[config.mk]
export PLATFORM = sky130hd
export DESIGN_NAME = par_fir_guard
export DESIGN_NICKNAME = d
export VERILOG_FILES = /design/src/rtl/par_fir_guard.sv
export SDC_FILE = /design/constraint.sdc
export NUM_CORES = 2
export LEC_CHECK = 0
export ABC_AREA = 1
export ABC_CLOCK_PERIOD_IN_PS = 11100
export BUFFER_PORTS_ARGS = -buffer_cell sky130_fd_sc_hd__clkbuf_2
export CORE_ASPECT_RATIO = 0.6
export CORE_UTILIZATION = 50
export CTS_CLUSTER_DIAMETER = 60
export DETAILED_ROUTE_END_ITERATION = 16
export PLACE_DENSITY = 0.66
export SYNTH_ARGS = -nofsm -noshare
export SYNTH_HDL_FRONTEND = slang
export SYNTH_SLANG_ARGS = --single-unit
[constraint.sdc]
create_clock -name clk -period 11.1 [get_ports clk]
set_clock_uncertainty 0.2 [all_clocks]
set_input_delay 0.555 -clock clk [delete_from_list [all_inputs] [get_ports clk]]
set_output_delay 0.555 -clock clk [all_outputs]
set_load 0.05 [all_outputs]
[src/rtl/par_fir_guard.sv]
module par_fir_guard #(
  parameter int DW = 8,
  parameter int CW = 8,
  parameter int TAPS = 4,
  parameter logic [TAPS*CW-1:0] COEF = {8'hFF, 8'h40, 8'h80, 8'h7F},
  localparam int NCH = 4,
  localparam int NFLT = 7,
  localparam int IW = DW + 2,
  localparam int OW = IW + CW + $clog2(TAPS)
) (
  input  logic              clk,
  input  logic              rst_n,
  input  logic              in_valid,
  input  logic [NCH*DW-1:0] in_data,
  input  logic [2:0]        flt_sel,
  input  logic [OW-1:0]     flt_mask,
  output logic              out_valid,
  output logic [NCH*OW-1:0] out_data,
  output logic              out_err,
  output logic              err_sticky,
  output logic [2:0]        syndrome
);

  logic signed [IW-1:0] xin [NCH];
  logic signed [IW-1:0] pin [3];
  logic [OW-1:0]        yv  [NFLT];
  logic [OW-1:0]        fx  [NCH];
  logic [2:0]           syn;
  logic                 v1;

  for (genvar c = 0; c < NCH; c++) begin : g_in
    assign xin[c] = IW'($signed(in_data[c*DW +: DW]));
  end

  assign pin[0] = xin[0] + xin[1] + xin[2];
  assign pin[1] = xin[0] + xin[1] + xin[3];
  assign pin[2] = xin[0] + xin[2] + xin[3];

  for (genvar f = 0; f < NFLT; f++) begin : g_flt
    logic signed [IW-1:0] cur;
    logic signed [IW-1:0] dl [TAPS-1];
    logic signed [OW-1:0] acc;
    logic [OW-1:0]        yr;

    if (f < NCH) begin : g_dat
      assign cur = xin[f];
    end else begin : g_par
      assign cur = pin[f-NCH];
    end

    always_comb begin
      acc = OW'(cur) * OW'($signed(COEF[CW-1:0]));
      for (int k = 1; k < TAPS; k++)
        acc = acc + OW'(dl[k-1]) * OW'($signed(COEF[k*CW +: CW]));
    end

    always_ff @(posedge clk or negedge rst_n) begin
      if (!rst_n) begin
        for (int k = 0; k < TAPS-1; k++) dl[k] <= '0;
        yr <= '0;
      end else if (in_valid) begin
        dl[0] <= cur;
        for (int k = 1; k < TAPS-1; k++) dl[k] <= dl[k-1];
        yr <= acc;
      end
    end

    assign yv[f] = yr ^ ((flt_sel == 3'(f)) ? flt_mask : '0);
  end

  assign syn[0] = yv[4] != yv[0] + yv[1] + yv[2];
  assign syn[1] = yv[5] != yv[0] + yv[1] + yv[3];
  assign syn[2] = yv[6] != yv[0] + yv[2] + yv[3];

  always_comb begin
    for (int c = 0; c < NCH; c++) fx[c] = yv[c];
    case (syn)
      3'b111:  fx[0] = yv[4] - yv[1] - yv[2];
      3'b011:  fx[1] = yv[4] - yv[0] - yv[2];
      3'b101:  fx[2] = yv[4] - yv[0] - yv[1];
      3'b110:  fx[3] = yv[5] - yv[0] - yv[1];
      default: ;
    endcase
  end

  always_ff @(posedge clk or negedge rst_n) begin
    if (!rst_n) begin
      v1         <= 1'b0;
      out_valid  <= 1'b0;
      out_data   <= '0;
      out_err    <= 1'b0;
      err_sticky <= 1'b0;
      syndrome   <= '0;
    end else begin
      v1        <= in_valid;
      out_valid <= v1;
      if (v1) begin
        for (int c = 0; c < NCH; c++) out_data[c*OW +: OW] <= fx[c];
        syndrome   <= syn;
        out_err    <= |syn;
        err_sticky <= err_sticky | (|syn);
      end
    end
  end

endmodule

==> results.cfg <==
[worst_setup_path]
worstSetupPathType = in -> reg
slowest_stage = nor3_2
start_kind = input pin
cp_common_cell = nand2_1
path_max_fanout = 24
required_ns = 11.51
ff2ff_setup_slack_ns = 3.75
endpoint_kind = flip-flop
arrival_ns = 9.06
r2r_cells = 23
max_stage_delay_ns = 1.19

[synth]
synth_nets = 8088
synthTopCellsByCount = 1565 x nand2_1, 1406 x inv_1, 585 x ha_1, 539 x fa_1, 448 x o21ai_0
synth_top_area_share_pct = 20.1
ys_seq_area_share_pct = 19.3
ys.flop_type = dfrtp_1
syn_area_per_cell_um2 = 7.77
synth_enable_flop_cells = 0
yosysMostFrequentCell = nand2_1
synth_area_leaders = fa_1 20%, dfrtp_1 19%, ha_1 14%
netlist_instances = 6906
ys_ff_latch = 413
synth_warnings = 0
async_flop_share_pct = 100
netlist.top_cell.by_area = fa_1
ys_types = 56
synth_area_um2 = 53700

[drt]
detail-route-antenna-nets = 0
finalWirelength_um = 184000
wl_per_cell_um = 21.7
vias = 46600
firstDrtPassIters = 6
viasPerCell = 5.50
drt_iter0_drc = 5046
drcViolationCount = 0

[grt]
grt_max_degree = 149
grt_usage_pct = 34.5
grt_first_pass_wirelength_um = 280000
grt_antenna_before_repair = 9
grt_overflow = 0
grt_pass1_vias = 44900

[clock_tree]
clk_pin_slew_ns = 0.06
htree_levels = 2
cts_buffers = 49
cts_sinks = 413
ctsHoldBuffers = 1
cts_tree = built
postCtsSetupBuffers = 0
cts_resized = 0
cts-root-to-sink-buffers = 3
cts_root_buf = clkbuf_16
insertion_delay_ns = 0.67

[floorplanning]
rows = 92
initial_core_util_pct = 50.8
die-area_um2 = 109000
core_area_um2 = 106000
num_io_pins = 144
die_width_um = 425
die_y_um = 256

[hold_path]
hold_path_class = in -> reg
hold_depth = 3

[final_layout]
fin_nets = 8200
drive_gt1_share_pct = 4.82
design_area_um2 = 57900
utilization_pct = 54.8
fillers = 10100
syn_to_final_growth_pct = 7.94

[sta]
final-max-slew-violation-count = 0
fin_crit_sh_pct = 77.9
tns_ns = 0
rsz0062_at_grt = false
timing.fmax_mhz = 116
hold_viol = 0
worst_slew_pin_slew_ns = 1.47
setup_viol = 0
maxSlewHeadroom_pct = 1.56
fin_crit_ns = 8.65

[placement]
hpwl_um = 152000
postPlaceCellArea_um2 = 56100
place_congestion = 1.11
port_buffers = 143

[flow_run]
cap_violations = 0

[run_status]
status = complete, no violations
-- cells in the final DEF (no fill, tap or decap), types with 13 or more instances in the layout --
cell type  Yosys  layout
a21o_1        35      35
a21oi_1      326     326
a31oi_1       35      35
buf_4          3      63
clkbuf_16      0      50
clkbuf_2       0     141
dfrtp_1      413     412
fa_1         539     539
ha_1         585     585
inv_1       1406    1405
nand2_1     1565    1564
nand3_1      334     334
nand3b_1      23      23
nand4_1      135     135
nor2_1       248     248
nor3_1        43      40
nor4_1        18      18
o21ai_0      448     448
o21bai_1      23      23
o31ai_1       23      23
or2_2         13      13
xnor2_1      152     152
xor2_1       317     307
-- kinds of logic after synthesis --
family                     share of synthesized area (%)
AOI/OAI and AO/OA                                   9.50
xor gates and xnor gates                            7.70
adders and majority gates                           33.8
buffers and inverters                               11.0
DFF                                                 19.3
muxes                                             0.0210
and+or+nand+nor                                     18.8
-- flip-flops by register name (all words and copies together), names as in the netlist --
| name | flops |
|---|---|
| err_sticky | 1 |
| out_err | 1 |
| syndrome | 3 |
| out_valid | 1 |
| out_data | 80 |
| v1 | 1 |
| g_flt.yr | 140 |
| g_flt.dl | 186 |
-- through the flow --
step                      std cells  hold WS, ns  setup slack (ns)
after global routing           8467        0.189              2.28
after CTS                      8466        0.127              3.01
after detailed placement       8376        0.262              2.34
after global placement         8376        0.257              2.35
after floorplan                6906       0.0594              3.72
final                          8470        0.150              2.45
-- cell type report --
cell class | instances | area (µm²) | area share [%]
clock inverter | 23 | 313 | 0.540
inverter | 1411 | 5300 | 9.16
clock buffer | 66 | 1430 | 2.47
sequential | 413 | 10300 | 17.8
multi-input combinational | 4935 | 37500 | 64.8
timing repair buffer | 208 | 1240 | 2.14
tap | 1410 | 1760 | 3.05
antenna | 4 | 10.0 | 0.0173
-- path summary, 6_finish.rpt --
check | from | to
max | flt_sel[2] | out_data[34]
min | in_data[2] | g_flt[0].dl[22]
max reg2reg | g_flt[1].yr[9] | out_data[34]
min reg2reg | g_flt[6].dl[17] | g_flt[6].dl[7]
max in group asynchronous | rst_n | out_data[42]
min in group asynchronous | rst_n | g_flt[3].dl[14]
-- critical path: cells and delay by family --
| kind | cells | cell delay, ns |
|---|---|---|
| AOI/OAI and AO/OA | 6 | 1.21 |
| xor gates and xnor gates | 2 | 1.17 |
| adders and majority gates | 2 | 0.89 |
| buffers and inverters | 3 | 0.95 |
| and+or+nand+nor | 13 | 4.21 |
-- layer usage --
metal | vias to the layer above | wire length, µm | part of all wire [%] | global-route usage, %
li1 | 21900 | - | - | -
met1 | 22500 | 85200 | 46 | 52.1
met2 | 2006 | 68600 | 37 | 44.6
met3 | 212 | 25700 | 14 | 14.6
met4 | 13 | 4350 | 2.4 | 7.25
met5 | - | 441 | 0.24 | 2.41
Power is left out: the tool's default activity adds up to more than one toggle a clock period on the data nets, which glitch-free logic cannot reach.
